<file path="config.mk">
export PLATFORM = sky130hd
export DESIGN_NAME = rng_gap_guard
export DESIGN_NICKNAME = d
export VERILOG_FILES = /design/src/rtl/rng_gap_pkg.sv /design/src/rtl/gap_timer.sv /design/src/rtl/read_ctrl.sv /design/src/rtl/rng_gap_guard.sv
export SDC_FILE = /design/constraint.sdc
export NUM_CORES = 1
export LEC_CHECK = 0
export ABC_AREA = 0
export CORE_MARGIN = 2
export CORE_UTILIZATION = 39
export DETAILED_ROUTE_END_ITERATION = 10
export PLACE_DENSITY = 0.85
export SETUP_SLACK_MARGIN = 0.15
export SLEW_MARGIN = 20
export SYNTH_ARGS = -nofsm -noshare
export SYNTH_HDL_FRONTEND = slang
export SYNTH_HIERARCHICAL = 1
export SYNTH_SLANG_ARGS = --single-unit
export TNS_END_PERCENT = 5
</file>
<file path="constraint.sdc">
create_clock -name clk -period 1.9 [get_ports clk]
set_input_delay 0.38 -clock clk [delete_from_list [all_inputs] [get_ports clk]]
set_output_delay 0.38 -clock clk [all_outputs]
set_load 0.02 [all_outputs]
</file>
<file path="src/rtl/rng_gap_pkg.sv">
package rng_gap_pkg;

    typedef enum logic [1:0] {
        ST_UNINIT = 2'd0,
        ST_RUN    = 2'd1,
        ST_STALL  = 2'd2
    } guard_state_e;

endpackage

</file>
<file path="src/rtl/gap_timer.sv">
module gap_timer #(
    parameter int MIN_GAP = 256,
    parameter int CNT_W   = $clog2(MIN_GAP + 1)
) (
    input  logic clk,
    input  logic rst_n,
    input  logic restart,
    output logic gap_met
);
    localparam logic [CNT_W-1:0] CAP = CNT_W'(MIN_GAP);

    typedef struct packed {
        logic [CNT_W-1:0] cnt;
    } tmr_regs_t;

    tmr_regs_t tmr_d, tmr_q;

    always_comb begin
        tmr_d = tmr_q;
        if (restart) begin
            tmr_d.cnt = CNT_W'(1);
        end else if (tmr_q.cnt != CAP) begin
            tmr_d.cnt = tmr_q.cnt + 1'b1;
        end
    end

    always_ff @(posedge clk) begin
        if (!rst_n) begin
            tmr_q <= '0;
        end else begin
            tmr_q <= tmr_d;
        end
    end

    assign gap_met = (tmr_q.cnt == CAP);


    cnt_cap_chk: assert property (@(posedge clk) disable iff (!rst_n)
        tmr_q.cnt <= CAP);


    stay_met_chk: assert property (@(posedge clk) disable iff (!rst_n)
        (gap_met && !restart) |=> gap_met);

endmodule

</file>
<file path="src/rtl/read_ctrl.sv">
module read_ctrl
    import rng_gap_pkg::*;
#(
    parameter int DATA_W = 32
) (
    input  logic              clk,
    input  logic              rst_n,
    input  logic              src_init,
    input  logic [DATA_W-1:0] src_word,
    input  logic              req,
    input  logic              req_wait,
    input  logic              gap_met,
    output logic              src_take,
    output logic              ready,
    output logic              rsp_valid,
    output logic              rsp_refused,
    output logic [DATA_W-1:0] rsp_data
);
    typedef struct packed {
        guard_state_e      state;
        logic              rsp_valid;
        logic              rsp_refused;
        logic [DATA_W-1:0] rsp_data;
    } ctrl_regs_t;

    ctrl_regs_t ctl_d, ctl_q;
    logic       take_d;

    always_comb begin
        ctl_d             = ctl_q;
        ctl_d.rsp_valid   = 1'b0;
        ctl_d.rsp_refused = 1'b0;
        ctl_d.rsp_data    = '0;
        take_d            = 1'b0;
        unique case (ctl_q.state)
            ST_UNINIT: begin
                if (req) begin
                    ctl_d.rsp_valid   = 1'b1;
                    ctl_d.rsp_refused = 1'b1;
                end
                if (src_init) begin
                    take_d      = 1'b1;
                    ctl_d.state = ST_RUN;
                end
            end
            ST_RUN: begin
                if (req) begin
                    if (gap_met) begin
                        take_d         = 1'b1;
                        ctl_d.rsp_valid = 1'b1;
                        ctl_d.rsp_data  = src_word;
                    end else if (req_wait) begin
                        ctl_d.state = ST_STALL;
                    end else begin
                        ctl_d.rsp_valid   = 1'b1;
                        ctl_d.rsp_refused = 1'b1;
                    end
                end
            end
            ST_STALL: begin
                if (gap_met) begin
                    take_d          = 1'b1;
                    ctl_d.rsp_valid = 1'b1;
                    ctl_d.rsp_data  = src_word;
                    ctl_d.state     = ST_RUN;
                end
            end
            default: ctl_d.state = ST_UNINIT;
        endcase
    end

    always_ff @(posedge clk) begin
        if (!rst_n) begin
            ctl_q       <= '0;
            ctl_q.state <= ST_UNINIT;
        end else begin
            ctl_q <= ctl_d;
        end
    end

    assign src_take    = take_d;
    assign ready       = gap_met && (ctl_q.state != ST_UNINIT);
    assign rsp_valid   = ctl_q.rsp_valid;
    assign rsp_refused = ctl_q.rsp_refused;
    assign rsp_data    = ctl_q.rsp_data;


    take_gated_chk: assert property (@(posedge clk) disable iff (!rst_n)
        (src_take && ctl_q.state != ST_UNINIT) |-> gap_met);


    refused_empty_chk: assert property (@(posedge clk) disable iff (!rst_n)
        (rsp_valid && rsp_refused) |-> (rsp_data == '0));


    stall_hold_chk: assert property (@(posedge clk) disable iff (!rst_n)
        (ctl_q.state == ST_STALL && !gap_met) |=> (ctl_q.state == ST_STALL && !rsp_valid));


    uninit_idle_chk: assert property (@(posedge clk) disable iff (!rst_n)
        (ctl_q.state == ST_UNINIT) |-> (!ready && !(rsp_valid && !rsp_refused)));

endmodule

</file>
<file path="src/rtl/rng_gap_guard.sv">
module rng_gap_guard #(
    parameter int DATA_W  = 32,
    parameter int MIN_GAP = 256
) (
    input  logic              clk,
    input  logic              rst_n,
    input  logic              src_init,
    input  logic [DATA_W-1:0] src_word,
    output logic              src_take,
    input  logic              req,
    input  logic              req_wait,
    output logic              ready,
    output logic              rsp_valid,
    output logic              rsp_refused,
    output logic [DATA_W-1:0] rsp_data
);
    localparam int CNT_W = $clog2(MIN_GAP + 1);

    logic gap_met;
    logic take_w;

    gap_timer #(
        .MIN_GAP (MIN_GAP),
        .CNT_W   (CNT_W)
    ) u_timer (
        .clk     (clk),
        .rst_n   (rst_n),
        .restart (take_w),
        .gap_met (gap_met)
    );

    read_ctrl #(
        .DATA_W (DATA_W)
    ) u_ctrl (
        .clk         (clk),
        .rst_n       (rst_n),
        .src_init    (src_init),
        .src_word    (src_word),
        .req         (req),
        .req_wait    (req_wait),
        .gap_met     (gap_met),
        .src_take    (take_w),
        .ready       (ready),
        .rsp_valid   (rsp_valid),
        .rsp_refused (rsp_refused),
        .rsp_data    (rsp_data)
    );

    assign src_take = take_w;


    restart_drops_chk: assert property (@(posedge clk) disable iff (!rst_n)
        (MIN_GAP > 1 && src_take) |=> !ready);

endmodule

</file>
Word-level counts from Yosys, hierarchy flattened
Index checks and enable logic that the tools add are counted.
Cells by class
  bitwise gates (word level): 1
  mux-type cells: 20
  equality and inequality tests: 9
  add/subtract/negate cells: 1
  reduce and logical (&&, ||, !) cells: 6
Operator list (count)
  32-bit case mux with 2 select lines: 1
  36-bit two-way mux: 1
  32-bit two-way mux: 1
  2-bit two-way mux: 5
  9-bit by 1-bit adder with 9-bit output (second input constant): 1
  9-bit == test (second input constant): 1
  9-bit inequality test (second input constant): 1
  2-bit inequality test (second input constant): 4
  1-bit two-way mux: 7
  1-bit case mux with 3 select lines: 2
  2-bit case mux with 3 select lines: 1
  5-bit AND reduction: 1
  2-bit nonzero test: 2
  3-bit two-way mux: 1
  2-bit by 1-bit == test with 1-bit output (second input constant): 1
  2-bit == test (second input constant): 1
  2-bit logical NOT: 1
  2-bit by 1-bit inequality test with 1-bit output (second input constant): 1
  1-bit case mux with 2 select lines: 1
  2-bit OR reduction: 1
  1-bit logical AND: 1
  1-bit inverter: 1
Word-level totals
  output and inout bits: 36
  register bits: 45
  input port bits: 37
  logic and storage cells: 43

Longest topological paths before layout
  depth in word-level cells: 5
  depth in mapped cells: 9
  gate-level depth less buffers: 8

Cells and area by module
The synthesis kept the hierarchy.
Modules (own cells, without submodules)
  read_ctrl: area an instance 1412.6 um^2, times used 1, cells an instance 138
  gap_timer: area an instance 447.9 um^2, times used 1, cells an instance 52

Least setup slack after synthesis
No wires, ideal clock.
  path kind: flip-flop to flip-flop
  start: register u_timer/tmr_q[2] in the netlist's numbering
  end: register u_timer/tmr_q[3] in the netlist's numbering
  required time: 1.776 ns
  buffers on the path: 1
  stages on the path, launching flop included: 8
  slack: -0.320 ns
  data arrival time: 2.096 ns
  clock period less this slack: 2.220 ns
  path through: dfxtp_1 > or4_4 > nor2_1 > nand2_1 > a21oi_1 > nand2b_1 > clkbuf_1 > nor2_1
Between the ends
  longest elaborated chain between the ends: 5
Ends and longest elaborated chain
  start: declaration: line gap_timer.sv:16  | tmr_regs_t tmr_d, tmr_q;
  start signal: assignment: line gap_timer.sv:31  | tmr_q <= tmr_d;
  9-bit == test *: line gap_timer.sv:35  | assign gap_met = (tmr_q.cnt == CAP);
  named net gap_met: line rng_gap_guard.sv:19  | logic gap_met;
  1-bit two-way mux *: line read_ctrl.sv:48, read_ctrl.sv:61
  1-bit two-way mux: line read_ctrl.sv:47  | if (req) begin
  1-bit case mux with 3 select lines *: line read_ctrl.sv:35  | unique case (ctl_q.state)
  named net src_take: line rng_gap_guard.sv:9  | output logic src_take,
  2-bit OR reduction (no source line) *
The timed path passes the listed nets; every way through them passes the cells marked *.
A chain may end at the register's enable or synchronous reset.

Worst setup path after layout
  start: register u_timer/tmr_q[2] in the netlist's numbering
  end: output src_take
Between the ends
  longest elaborated chain between the ends: 4
Ends and longest elaborated chain (line)
  9-bit == test *: gap_timer.sv:35
  named net gap_met: rng_gap_guard.sv:19
  1-bit two-way mux *: read_ctrl.sv:48, read_ctrl.sv:61
  1-bit two-way mux: read_ctrl.sv:47
  1-bit case mux with 3 select lines *: read_ctrl.sv:35
  end: declaration: rng_gap_guard.sv:9
Marked as above.

==> flow_summary.yaml <==
run_status:
  status: "complete, but fails checks"
  violations: "setup timing"
synthesis:
  yosysUniqueCellTypes: 32
  synth_top_flop_cell: "dfxtp_1"
  ys_async_sr_fraction: 0
  synth_warnings: 6
  synth_area_um2: 1860
  seq_area_frac_synth: 0.484
  avgSynthCellArea_um2: 9.79
  synth_cells: 190
  synth-edff-count: 0
  ys_ff_latch: 45
  synth_fp_nets: 234
global_route:
  grt-busiest-layer: "met2"
  track_usage: 0.150
  met1_usage: 0.162
  use_met2: 0.272
  use_met3: 0.0304
  grt_pass1_vias: 1367
  antenna_found_initial: 0
  grt_overflow: 0
  grt_pass1_wl_mm: 6.23
  grt_max_degree: 29
setup_path:
  crit_arrival_ps: 1680
  path_cells: "or4_4 -> nor2_4 -> nand2_2 -> a21oi_4 -> buf_6"
  crit_start: "u_timer/tmr_q[2]"
  slowest_stage: "or4_4"
  path_delay_family: "simple AND/OR/NAND/NOR gates"
  crit_buf_inv: 1
  worstPathRequired_ps: 1520
  cp-end-kind: "output pin"
  worstReg2RegStart: "u_timer/tmr_q[0]"
  critPathKind: "flop to output pin"
  critPathLaunchType: "flop"
  cpPeakStageDelay_ps: 550
  path_max_fanout: 4
pwr:
  leakagePower_uw: 0.00108
  internal-power_uw: 1550
  irDropWorstVdd_mv: 0.435
  pwr-share-seq: 0.469
  power.net_switching_uw: 572
  power_frac_clock: 0.279
  power.density_nw_per_um2: 785
  p_comb_frac: 0.252
  p_sw_frac: 0.269
place:
  dp_hpwl_mm: 3.00
  placed_cell_area_um2: 2580
  port_buffers: 72
  place.gp.congestion: 0.875
  dpl.cell_count: 301
timing:
  rsz0062_at_grt: "yes"
  period_minus_slack_ps: 2060
  clock.fmax_ghz: 0.485
  fin_crit_sh: 1.08
  finalHoldViolCount: 0
  skew_ps: 7.28
  worst_pin_slew_ps: 247
  slew_headroom: 0.834
  drv_slew: 0
  setup_viol: 3
  whs_ps: 501
  fin_ws_ps: -161
finish:
  fin_area_um2: 2710
  n_antenna_cell: 0
  stdcell_count: 309
  drive_gt1_frac: 0.180
  syn_to_final_growth_pct: 45.6
  fin_nets: 299
  fill_cells: 399
  final_common_cell: "clkdlybuf4s50_1"
  final_cell_mix: "70 x clkdlybuf4s50_1, 42 x dfxtp_1, 31 x and2_1"
routing:
  via_per_inst: 4.64
  vias: 1435
  routed_wl_mm: 3.96
  ant_nets: 0
  drc: 0
  first_iter_violations: 31
  wire_per_inst_um: 12.8
  dr.pass1.iters: 4
cts:
  cts-buffers-inserted: 5
  htree_levels: 2
  cts-root-buf: "clkbuf_8"
  ctsHoldBuffers: 0
  clock-sinks: 45
  clock_latency_ps: 290
  path_clk_slew_ps: 80
  cts_buffer_depth: 2
  cts_tree: "done"
job:
  cap_violations: 0
floorplan:
  std_cell_rows: 25
  die_y_um: 73.1
  initial_core_util: 0.399
  io_pins: 73
  coreArea_um2: 4660
  die_area_um2: 5340
  fp.dieW_um: 73.1
worst_hold_path:
  hold_class: "flop to flop"
  hp-start: "u_timer/tmr_q[8]"
-- power groups by stage --
stage / Combinational, µW / Clock [µW] / Sequential [µW]
after floorplan: 241 / 0 / 1030
after global placement: 482 / 0 / 1010
after detailed placement: 493 / 0 / 1020
after CTS: 515 / 616 / 994
after global routing: 577 / 643 / 1000
final: 536 / 593 / 998
-- worst reg2reg max path, cell delays in order, from the launching register on --
cell	delay, ps
dfxtp_1	340
inv_1	50
ha_1	180
nand4bb_1	180
nor2_4	80
buf_4	140
buf_4	140
nand2b_1	160
a221oi_2	240
nand2_1	140
a31o_1	250
-- synthesized netlist by cell type (3+ instances only) --
cell type / n / share of area
nand2b_1: 3 / 0.010
o21ai_0: 6 / 0.016
or3_1: 4 / 0.013
buf_4: 32 / 0.13
inv_1: 7 / 0.014
dfxtp_1: 45 / 0.48
nor2_1: 6 / 0.012
and2_1: 31 / 0.10
a21oi_1: 10 / 0.027
nand3_1: 5 / 0.013
nand2_1: 8 / 0.016
ha_1: 7 / 0.047
clkbuf_2: 3 / 0.0081
-- kinds of logic after synthesis --
logic type / Yosys count / share of synthesized area
compound gates: 22 / 0.0726
xor+xnor: 2 / 0.00942
fa+ha+maj: 7 / 0.0471
buf+inv: 43 / 0.153
flops: 45 / 0.484
mux: 1 / 0.00538
simple gates: 70 / 0.228
-- state kept, by name (all words and copies together), names as in the netlist --
signal / count
u_ctrl/rsp_refused: 1
u_ctrl/rsp_valid: 1
u_timer/tmr_q: 9
u_ctrl/rsp_data: 32
u_ctrl/ctl_q: 2
-- metal layers --
layer	share of wire	up-vias
li1	-	711
met1	0.38	659
met2	0.54	58
met3	0.061	7
met4	0.018	0
met5	0	-
-- path summary, 6_finish.rpt --
check / end / slack (ps) / cells past startpoint
worst max-delay path: src_take / -160 / 5
worst min-delay path: u_timer/tmr_q[8] / 500 / 2
worst max register to register: u_ctrl/ctl_q[34] / -90 / 10
worst min register to register: u_timer/tmr_q[8] / 500 / 2
-- repair_timing --
| item | in CTS | in global routing |
|---|---|---|
| gates cloned | 0 | 0 |
| setup endpoints to repair | 43 | 44 |
| resized for setup | 15 | 5 |
| pin swaps | 4 | 3 |
| setup buffers | 1 | 0 |
-- per-stage QoR --
stage	worst slack (ps)	util	TNS (ps)	total power (µW)
after floorplan	86.4	-	0	1270
after global placement	-333	0.554	-701	1490
after detailed placement	-345	0.554	-769	1510
after CTS	-186	0.577	-525	2120
after global routing	-230	0.581	-979	2220
final	-161	0.581	-375	2130
-- area by class of cell --
type                            count  area, µm²  area share
Clock buffer                        6       82.6      0.0305
Clock inverter                      1       7.51     0.00277
Inverter                            7       26.3     0.00970
Multi-Input combinational cell    102        723       0.267
Sequential cell                    45        905       0.334
Tap cell                           54       67.6      0.0249
Timing Repair Buffer               94        897       0.331
Power figures use the tool's default switching activity.
